--- config.mk ---
export PLATFORM = sky130hd
export DESIGN_NAME = xlate_unit
export DESIGN_NICKNAME = d
export VERILOG_FILES = /design/src/rtl/xlate_unit.sv
export SDC_FILE = /design/constraint.sdc
export NUM_CORES = 1
export LEC_CHECK = 0
export ABC_AREA = 0
export BUFFER_PORTS_ARGS = -buffer_cell sky130_fd_sc_hd__buf_2
export CORE_AREA = 2 2 107 99
export CTS_CLUSTER_DIAMETER = 60
export CTS_CLUSTER_SIZE = 24
export DETAILED_ROUTE_END_ITERATION = 8
export DIE_AREA = 0 0 109 101
export PLACE_DENSITY = 0.72
export SETUP_SLACK_MARGIN = 0.02
export SKIP_LAST_GASP = 1
export SLEW_MARGIN = 20
export SYNTH_ARGS = -nofsm -noshare
export SYNTH_HDL_FRONTEND = slang
export SYNTH_SLANG_ARGS = --single-unit
--- constraint.sdc ---
create_clock -name clk -period 3.2 [get_ports clk]
set_input_delay 0.16 -clock clk [delete_from_list [all_inputs] [get_ports clk]]
set_output_delay 0.16 -clock clk [all_outputs]
set_load 0.05 [all_outputs]
--- src/rtl/xlate_unit.sv ---
module xlate_unit #(
  parameter int VPN_W   = 8,
  parameter int OFS_W   = 8,
  parameter int PFN_W   = 6,
  parameter int ENTRIES = 4,
  parameter int MA_W    = 16
) (
  input  logic                   clk,
  input  logic                   rst_n,
  input  logic                   req_valid,
  input  logic [VPN_W+OFS_W-1:0] vaddr,
  output logic                   ready,
  input  logic                   flush,
  input  logic [MA_W-1:0]        pt_base,
  output logic                   mem_req,
  output logic [MA_W-1:0]        mem_addr,
  input  logic                   mem_ack,
  input  logic [PFN_W:0]         mem_rdata,
  output logic                   done,
  output logic [PFN_W+OFS_W-1:0] paddr,
  output logic                   fault,
  output logic [VPN_W-1:0]       fault_vpn
);
  localparam int VA_W  = VPN_W + OFS_W;
  localparam int IDX_W = (ENTRIES > 1) ? $clog2(ENTRIES) : 1;

  logic [ENTRIES-1:0] vld;
  logic [VPN_W-1:0]   tag [ENTRIES];
  logic [PFN_W-1:0]   frm [ENTRIES];
  logic [ENTRIES-1:0] hit_vec;
  logic [PFN_W-1:0]   hit_frm;
  logic [IDX_W-1:0]   wr_ptr;
  logic               walking;
  logic [VPN_W-1:0]   vpn_q;
  logic [OFS_W-1:0]   ofs_q;

  wire [VPN_W-1:0] vpn_in = vaddr[VA_W-1:OFS_W];
  wire [OFS_W-1:0] ofs_in = vaddr[OFS_W-1:0];
  wire             accept = req_valid && ready;
  wire             any_hit = |hit_vec;
  wire             resident = mem_rdata[PFN_W];
  wire             fill = walking && mem_ack && resident;

  assign ready    = !walking && !flush;
  assign mem_req  = walking;
  assign mem_addr = pt_base + MA_W'(vpn_q);

  for (genvar i = 0; i < ENTRIES; i++) begin : g_cmp
    assign hit_vec[i] = vld[i] && (tag[i] == vpn_in);
  end

  always_comb begin
    hit_frm = '0;
    for (int i = 0; i < ENTRIES; i++)
      if (hit_vec[i]) hit_frm = hit_frm | frm[i];
  end

  always_ff @(posedge clk or negedge rst_n) begin
    if (!rst_n) begin
      vld       <= '0;
      wr_ptr    <= '0;
      walking   <= 1'b0;
      vpn_q     <= '0;
      ofs_q     <= '0;
      done      <= 1'b0;
      fault     <= 1'b0;
      paddr     <= '0;
      fault_vpn <= '0;
    end else begin
      done  <= 1'b0;
      fault <= 1'b0;
      if (accept) begin
        if (any_hit) begin
          done  <= 1'b1;
          paddr <= {hit_frm, ofs_in};
        end else begin
          walking <= 1'b1;
          vpn_q   <= vpn_in;
          ofs_q   <= ofs_in;
        end
      end
      if (walking && mem_ack) begin
        walking <= 1'b0;
        if (resident) begin
          done        <= 1'b1;
          paddr       <= {mem_rdata[PFN_W-1:0], ofs_q};
          vld[wr_ptr] <= 1'b1;
          wr_ptr      <= (wr_ptr == IDX_W'(ENTRIES - 1)) ? '0 : wr_ptr + 1'b1;
        end else begin
          fault     <= 1'b1;
          fault_vpn <= vpn_q;
        end
      end
      if (flush) begin
        vld    <= '0;
        wr_ptr <= '0;
      end
    end
  end

  always_ff @(posedge clk) begin
    if (fill && !flush) begin
      tag[wr_ptr] <= vpn_q;
      frm[wr_ptr] <= mem_rdata[PFN_W-1:0];
    end
  end

  assert_single_match_R3: assert property (@(posedge clk) disable iff (!rst_n)
    $onehot0(hit_vec));

  assert_hit_next_cycle_R3: assert property (@(posedge clk) disable iff (!rst_n)
    (accept && any_hit) |=> (done && !mem_req));

  assert_req_held_R4: assert property (@(posedge clk) disable iff (!rst_n)
    (mem_req && !mem_ack) |=> (mem_req && $stable(mem_addr)));

  assert_one_outcome_R5: assert property (@(posedge clk) disable iff (!rst_n)
    !(done && fault));

  assert_fault_cause_R6: assert property (@(posedge clk) disable iff (!rst_n)
    fault |-> $past(mem_ack && !mem_rdata[PFN_W]));

  assert_flush_empties_R8: assert property (@(posedge clk) disable iff (!rst_n)
    flush |=> (vld == '0));

  assert_busy_blocks_R9: assert property (@(posedge clk) disable iff (!rst_n)
    mem_req |-> !ready);
endmodule

==> impl_metrics.py, run 1 <==
metrics = {
    "outcome": {
        "outcome": "finished clean",
    },
    "timing": {
        "rsz0062_at_grt": "no",
        "fin_crit_sh_pct": 93.4,
        "worstMarginPinSlew_ps": 962,
        "skew_ps": 19.2,
        "slew_violations": 0,
        "fmax_ghz": 0.334,
        "final_hold_viol_count": 0,
        "setup_viol": 0,
        "period_needed_ps": 2990,
        "relSlewSlack_pct": 35.7,
        "tns_ps": 0,
    },
    "critical_path": {
        "cp-end-kind": "output port",
        "cp_max_fo": 5,
        "crit_type": "reg2out",
        "cp-start-kind": "register",
        "worstPathRequired_ps": 3040,
        "critPathArrivalTime_ps": 2830,
    },
    "placed_design": {
        "hpwl_mm": 7.18,
        "place.gp.congestion": 0.801,
        "place_area_um2": 5390,
        "numPortBuffers": 85,
    },
    "power_and_ir_drop": {
        "p_leak_nw": 2.43,
        "power_density_nw_per_um2": 645,
        "peakVddDrop_uv": 385,
    },
    "synthesis": {
        "synth_top_family_by_area": "simple AND/OR/NAND/NOR gates",
        "netlist_area_um2": 4900,
        "synth.area.top_cells": "edfxtp_1 34%, dfrtp_1 24%, xor2_1 5.0%",
        "synth_edf_count": 56,
        "yosys-mux-area-fraction_pct": 3.67,
        "yosys.area_share.simple_pct": 12.1,
        "syn_nets": 468,
        "synthArstFlopShare_pct": 45.6,
        "ys_warn_count": 0,
        "seq_area_frac_synth_pct": 58.3,
        "yosys-top-cells-count": "56 x edfxtp_1, 47 x dfrtp_1, 34 x nand2_1",
        "synth_compound_area_share_pct": 10.4,
        "synth-xor-area-share_pct": 7.32,
        "ys.flop_type": "edfxtp_1",
        "yosysUniqueCellTypes": 47,
        "synth_top_area_cell": "edfxtp_1",
        "yosys.cell_count.top_type": "edfxtp_1",
        "postSynthCellCount": 411,
        "netlist.area_leader.share_pct": 34.3,
        "syn_area_per_cell_um2": 11.9,
        "synth-seq-cells": 103,
        "synth_fa_ha_area_share_pct": 3.47,
    },
    "finish": {
        "nets": 549,
        "drive_gt1_share_pct": 24.7,
        "final_design_area_no_fill_um2": 5650,
        "num_antenna_cells": 0,
        "syn2layout_area_growth_pct": 15.2,
        "fill_cells": 811,
    },
    "route": {
        "drcViolationCount": 0,
        "viasPerCell": 5.42,
        "wirelength_mm": 10.6,
        "wl_per_cell_um": 16.9,
        "drt_iter0_markers": 178,
        "via_count": 3394,
        "ant_nets": 0,
        "first_pass_iters": 4,
    },
    "cts": {
        "clk_latency_ps": 380,
        "htreeDepth": 3,
        "clock_sinks": 103,
        "clockRootBuffer": "clkbuf_8",
        "clk_pin_slew_ps": 110,
        "cts_buffer_depth": 2,
        "cts_tree": "done",
        "numCtsBuffers": 9,
    },
    "hold_path": {
        "min_path_type": "in2reg",
    },
    "grt": {
        "grt_pass1_vias": 3435,
        "grt.busiest_layer": "met2",
        "grt_usage_pct": 20.4,
        "grt_start_max_net_pins": 48,
        "grt_remaining_overflow": 0,
        "use_met3_pct": 4.07,
        "gr-usage-met2_pct": 33.0,
        "antenna_found_initial": 0,
        "grt_pass1_wl_mm": 17.0,
        "grt_util_met1_pct": 27.6,
    },
    "die": {
        "dieArea_um2": 11000,
        "core_um2": 9940,
        "fp.dieW_um": 109,
        "rows": 35,
        "io_pins": 86,
        "initial_core_util_pct": 49.3,
        "die_y_um": 101,
    },
    "job": {
        "maxCapViolations": 0,
    },
}
## worst max-delay path, stage by stage (launching register included)
cell,delay [ps]
dfrtp_2,400
ha_1,190
inv_1,60
fa_1,400
nor2b_1,130
o21a_1,140
o21ai_1,100
a2111oi_2,380
buf_4,190
nand3_1,110
xnor2_2,140
buf_4,210
## repair_timing
action / CTS / global route
hold buffers: 2 / 1
endpoints found under the setup margin: 1 / 3
gates resized for setup: 1 / 7
setup buffers: 0 / 1
endpoints found under the hold margin: 3 / 47
pin swaps: 0 / 1
## sequential cells by signal, indices dropped and copies added, names as in the netlist
signal and count:
vld 4, frm 24, paddr 14, tag 32, fault_vpn 8, ofs_q 8
wr_ptr 2, fault 1, done 1, mem_req 1, vpn_q 8
## worst paths after layout
| check | end | cells past startpoint | slack [ps] | start |
|---|---|---|---|---|
| max | mem_addr[12] | 11 | 210 | vpn_q[0] |
| min | frm[2][4] | 1 | 10 | mem_rdata[4] |
| max reg2reg | ofs_q[2] | 6 | 910 | tag[0][0] |
| min reg2reg | fault_vpn[7] | 2 | 490 | fault_vpn[7] |
| max in group asynchronous | vpn_q[0] | 2 | 2410 | rst_n |
| min in group asynchronous | paddr[8] | 2 | 320 | rst_n |
## per-layer routing
| metal | wire length [um] | vias up |
|---|---|---|
| met5 | 0 | - |
| met4 | 125 | 0 |
| met3 | 544 | 11 |
| met2 | 5230 | 86 |
| met1 | 4650 | 1668 |
| li1 | - | 1629 |
## cells in the final DEF, fill, tap and decap left out, drive strengths merged, types with 2 or more instances in the layout
cell type	instances
buf	86
edfxtp	56
dfrtp	47
nand2	35
inv	34
xor2	28
nor2	24
o21ai	19
mux2	16
a31oi	14
nand3b	13
xnor2	13
ha	12
a21oi	10
clkbuf	10
a211oi	9
nor3	8
a21o	6
and3	6
o22ai	6
a22o	6
nand4	6
nor4	5
nand3	3
dlygate4sd3	3
and2	2
o211ai	2
clkinvlp	2
and4	2
## cell type report
type                    instances  area, um^2  share of cell area [%]
clock buffers                   9         124                    2.19
clock inverters                 7        85.1                    1.51
inverters                      31         116                    2.06
multi-input cells             257        1830                    32.3
flip-flops and latches        103        2860                    50.6
well taps                     129         161                    2.86
repair buffers                 90         480                    8.50
## power breakdown
part	switching (mW)	internal (mW)
Sequential	0.103	1.55
Combinational	0.831	0.315
Clock	0.473	0.378
Total	1.41	2.24
## cells by family (layout without fill, tap and decap cells)
group / count (synthesis) / after routing
mux: 16 / 16
compound gates: 79 / 79
buf+inv: 51 / 137
xor+xnor: 41 / 41
simple gates: 108 / 108
flops: 103 / 103
fa+ha+maj: 13 / 13
## through the flow
step | total power, mW | cells | worst slack, ps | util, % | hold slack (ps)
detailed placement | 2.81 | 606 | 425 | 54.2 | 386
global route | 3.81 | 626 | 20.8 | 56.9 | 1.05
global placement | 2.79 | 606 | 494 | 54.2 | 382
floorplan | 2.52 | 411 | 25.4 | - | -136
finish | 3.65 | 626 | 210 | 56.9 | 14.4
CTS | 3.65 | 624 | 30.0 | 56.5 | 2.14
Note: power is estimated with default switching activity, not from simulation.
==> inputs of run 2 (changes only) <==
- clock period: 3.2 -> 3.6 ns (I/O delays scaled with it)
==> run 2 against run 1 <==
Via count is 1.3% higher. Sequential cell count unchanged. Critical path depth unchanged. Critical endpoint unchanged. Register-to-register slack gained 460 ps. Clock-buffer cell count did not move. Largest cell class unchanged. Setup slack gained 230 ps. Critical path type unchanged. Design area down 1.2%. Highest routed layer unchanged. Cell count down 0.32%. Clock power shrank 19%.
==> impl_metrics.py, run 2 (synthesis results as in run 1) <==
metrics = {
    "timing": {
        "tns_ps": 0,
        "relSlewSlack_pct": 33.3,
        "worstMarginPinSlew_ps": 998,
        "setup_viol": 0,
        "fin_crit_sh_pct": 87.7,
        "final_hold_viol_count": 0,
        "fmax_ghz": 0.317,
        "period_needed_ps": 3160,
        "rsz0062_at_grt": "no",
        "skew_ps": 23.9,
        "slew_violations": 0,
    },
    "hold_path": {
        "worstHoldPathCells": 2,
        "min_path_type": "in2reg",
        "hp-start": "flush",
        "min_to": "wr_ptr[0]",
    },
    "die": {
        "io_pins": 86,
        "dieArea_um2": 11000,
        "die_y_um": 101,
        "rows": 35,
        "initial_core_util_pct": 49.3,
        "fp.dieW_um": 109,
        "core_um2": 9940,
    },
    "critical_path": {
        "critPathArrivalTime_ps": 2980,
        "cp_slowest_cell": "dfrtp_1",
        "r2r_slack_ps": 1370,
        "cp_top_family": "compound AO/OA/AOI/OAI gates",
        "r2r_end": "ofs_q[0]",
        "cp-start-kind": "register",
        "path_buf_inv": 3,
        "cp_max_fo": 7,
        "crit_type": "reg2out",
        "worstPathRequired_ps": 3420,
        "r2r-start": "tag[0][2]",
        "crit_path_cell_trace": "ha_1 > inv_1 > fa_1 > nor2b_1 > o21a_1 > o21ai_0 > a2111oi_0 > buf_4 > nand3_1 > xnor2_1 > buf_2",
        "slowest_delay_ps": 450,
        "cp-end-kind": "output port",
        "rr_worst_depth": 6,
    },
    "route": {
        "drt_iter0_markers": 149,
        "wirelength_mm": 10.5,
        "drcViolationCount": 0,
        "first_pass_iters": 6,
        "viasPerCell": 5.51,
        "ant_nets": 0,
        "wl_per_cell_um": 16.9,
        "via_count": 3438,
    },
    "grt": {
        "grt_pass1_vias": 3394,
        "antenna_found_initial": 0,
        "grt_pass1_wl_mm": 17.0,
        "grt_usage_pct": 20.2,
        "grt_start_max_net_pins": 34,
        "grt_remaining_overflow": 0,
    },
    "outcome": {
        "outcome": "finished clean",
    },
    "cts": {
        "post_cts_buffers": 0,
        "cts_tree": "done",
        "clk_latency_ps": 370,
        "clockRootBuffer": "clkbuf_8",
        "htreeDepth": 3,
        "clk_pin_slew_ps": 110,
        "cts_buffer_depth": 2,
        "clock_sinks": 103,
        "numCtsBuffers": 9,
    },
    "finish": {
        "drive_gt1_share_pct": 24.2,
        "nets": 547,
        "top_register": "tag",
        "syn2layout_area_growth_pct": 13.9,
        "final_util_pct": 56.2,
        "largest_register_ffs": 32,
        "largestRegisters": "tag (32), frm (24), paddr (14)",
        "mostFrequentLayoutCell": "buf_2",
        "layout_common_cells": "85 x buf_2, 56 x edfxtp_1, 47 x dfrtp_1",
        "num_antenna_cells": 0,
    },
    "power_and_ir_drop": {
        "p_leak_nw": 2.41,
        "peakVddDrop_uv": 362,
        "power_density_nw_per_um2": 566,
    },
    "job": {
        "maxCapViolations": 0,
    },
    "placed_design": {
        "hpwl_mm": 7.45,
        "place.gp.congestion": 0.758,
        "numPortBuffers": 85,
    },
}
run 2: metrics by stage:
step                      setup slack (ps)  power, mW  area, um^2  hold WS (ps)  cells
after floorplan                        369       2.24        4900          -116    411
after global placement                 908       2.48        5390           110    607
after detailed placement               874       2.50        5390           125    607
after CTS                              438       3.17        5590          14.8    624
after global routing                   156       3.31        5590          24.1    624
final                                  441       3.16        5590          30.8    624
run 2: area by class of cell:
| class | instances | area [um^2] |
|---|---|---|
| inverter | 31 | 116 |
| fill | 857 | 4360 |
| sequential | 103 | 2860 |
| tap | 129 | 161 |
| clock buffer | 9 | 124 |
| timing repair buffer | 88 | 450 |
| multi-input combinational | 257 | 1810 |
| clock inverter | 7 | 63.8 |
run 2: repair_timing:
action,in CTS,in global routing
hold buffers,1,0
gates resized for setup,0,0
endpoints found under the hold margin,14,0
endpoints found under the setup margin,0,0
run 2: report_power, final:
part           switching, mW  internal [mW]
sequential            0.0962           1.37
clock                  0.424          0.265
combinational          0.733          0.272
total                   1.25           1.91
run 2: worst max path at each step:
stage	from	endpoint	slack, ps	cells after the start
after floorplan	vpn_q[0]	mem_addr[12]	370	9
after global placement	vpn_q[0]	mem_addr[12]	910	11
after detailed placement	vpn_q[0]	mem_addr[12]	870	11
after CTS	vpn_q[0]	mem_addr[12]	440	11
after global routing	vpn_q[0]	mem_addr[12]	160	11
final	vpn_q[0]	mem_addr[12]	440	11
run 2: worst register-to-register path, delay by kind of cell, from the launching register on:
kind / cells / cell delay, ps
simple gates: 4 / 1200
flops: 1 / 400
mux: 1 / 360
xor+xnor: 1 / 180
run 2: layer usage:
metal | global-route usage [%] | wire [um]
met4 | 6.51 | 167
met5 | 0 | 0
met1 | 28.0 | 4840
met3 | 4.27 | 483
met2 | 32.0 | 5050
==> inputs of run 3 (changes only) <==
- CELL_PAD_IN_SITES_DETAIL_PLACEMENT: default -> 1
- CELL_PAD_IN_SITES_GLOBAL_PLACEMENT: default -> 1
- CORE_AREA: 2 2 107 99 -> 2 2 110 101
- DIE_AREA: 0 0 109 101 -> 0 0 112 103
- PLACE_DENSITY: 0.72 -> default
- PLACE_DENSITY_LB_ADDON: default -> 0.1
==> run 3 against run 2 <==
Hold slack better by 23 ps. Clock-buffer cell count unchanged. Sequential share of layout area is 0.91 points lower. Power grew 8.2%. Largest cell class unchanged.
==> impl_metrics.py, run 3 (synthesis results as in run 1) <==
metrics = {
    "die": {
        "fp.dieW_um": 112,
        "initial_core_util_pct": 46.5,
        "die_y_um": 103,
        "io_pins": 86,
        "rows": 36,
        "core_um2": 10500,
        "dieArea_um2": 11500,
    },
    "critical_path": {
        "cp_max_fo": 7,
        "cp-start-kind": "register",
        "worstSetupStartpoint": "vpn_q[0]",
        "crit_type": "reg2out",
        "worstPathRequired_ps": 3420,
        "slowest_delay_ps": 490,
        "crit_path_cell_trace": "ha_1 > inv_1 > fa_1 > nor2b_1 > o21a_1 > o21ai_0 > a2111oi_0 > buf_4 > nand3_1 > xnor2_1 > buf_2",
        "cp_top_family": "compound AO/OA/AOI/OAI gates",
        "cp-end-kind": "output port",
        "cp_slowest_cell": "dfrtp_1",
        "path_buf_inv": 3,
        "critPathArrivalTime_ps": 3090,
        "r2r-start": "tag[0][0]",
    },
    "route": {
        "ant_nets": 0,
        "met2_length_mm": 5.77,
        "viasPerCell": 5.45,
        "first_pass_iters": 4,
        "drcViolationCount": 0,
        "wl_met3_um": 576,
        "wl_per_cell_um": 18.8,
        "top_layer_used": "met4",
        "wl_met1_mm": 5.35,
        "wirelength_mm": 11.8,
        "drt_iter0_markers": 92,
        "via_count": 3424,
    },
    "hold_path": {
        "hp-start": "flush",
        "min_path_type": "in2reg",
    },
    "job": {
        "maxCapViolations": 0,
    },
    "cts": {
        "clock_sinks": 103,
        "htreeDepth": 3,
        "clk_latency_ps": 350,
        "cts_resized": 0,
        "cts_buffer_depth": 2,
        "numCtsBuffers": 9,
        "cts_tree": "done",
        "clk_pin_slew_ps": 80,
        "clockRootBuffer": "clkbuf_16",
    },
    "timing": {
        "setup_viol": 0,
        "slew_violations": 0,
        "final.setup.worst_slack_ps": 327,
        "hold_ws_ps": 54.3,
        "tns_ps": 0,
        "fmax_ghz": 0.306,
        "skew_ps": 12.6,
        "worstMarginPinSlew_ps": 849,
        "rsz0062_at_grt": "no",
        "period_needed_ps": 3270,
        "final_hold_viol_count": 0,
        "relSlewSlack_pct": 43.4,
        "fin_crit_sh_pct": 90.9,
    },
    "finish": {
        "largest_register_ffs": 32,
        "layout_common_cells": "85 x buf_2, 56 x edfxtp_1, 47 x dfrtp_1",
        "num_antenna_cells": 0,
        "multiInputGateArea_um2": 1820,
        "seqCellArea_um2": 2860,
        "drive_gt1_share_pct": 24.4,
        "top_register": "tag",
        "nets": 547,
        "largestRegisters": "tag (32), frm (24), paddr (14)",
        "fill_cells": 1163,
        "mostFrequentLayoutCell": "buf_2",
        "syn2layout_area_growth_pct": 15.9,
        "fin_cells": 628,
    },
    "placed_design": {
        "dpl_worst_slack_ps": 749,
        "hpwl_mm": 8.21,
        "numPortBuffers": 85,
        "place.gp.congestion": 0.752,
        "dp_cells": 611,
    },
    "power_and_ir_drop": {
        "peakVddDrop_uv": 308,
        "p_total_mw": 3.42,
        "power_density_nw_per_um2": 602,
        "p_leak_nw": 2.45,
    },
    "grt": {
        "grt_start_max_net_pins": 48,
        "antenna_found_initial": 0,
        "grt_pass1_wl_mm": 19.1,
        "grt_pass1_vias": 3658,
        "grt_usage_pct": 21.5,
        "grt_remaining_overflow": 0,
    },
    "outcome": {
        "outcome": "finished clean",
    },
}
run 3: per-stage QoR:
step,utilization (%),instance area (um^2)
6_report,54.0,5690
5_1_grt,54.0,5690
4_1_cts,53.9,5680
3_5_place_dp,51.2,5390
3_3_place_gp,51.2,5390
2_1_floorplan,-,4900
run 3: layer usage:
layer,track usage [%],vias up
met5,0,-
met4,5.63,0
met3,3.64,9
met2,37.7,79
met1,28.2,1717
li1,-,1619
run 3: what timing repair did:
item                      4_1_cts  5_1_grt
hold endpoints to repair       47        0
hold buffers                    1        0
setup buffers                   0        0
run 3: report_power, final:
group / switching, mW / total [mW] / leakage (nW) / internal, mW
clock: 0.456 / 0.934 / 0.141 / 0.478
combinational: 0.739 / 1.01 / 1.25 / 0.273
sequential: 0.100 / 1.48 / 1.06 / 1.37
run 3: path summary, 6_finish.rpt:
check,to,slack (ps),cells after the start
max reg2reg,vpn_q[0],1220,6
min reg2reg,fault_vpn[5],480,2
max in group asynchronous,vpn_q[2],2690,3
max,mem_addr[12],330,11
min in group asynchronous,paddr[11],470,3
min,wr_ptr[1],50,2
run 3: layout make-up:
| cell class | count | share of cell area (%) |
|---|---|---|
| Sequential cell | 103 | 50.3 |
| Multi-Input combinational cell | 257 | 31.9 |
| Timing Repair Buffer | 88 | 7.92 |
| Clock buffer | 9 | 3.96 |
| Tap cell | 133 | 2.93 |
| Inverter | 31 | 2.05 |
| Clock inverter | 7 | 0.946 |
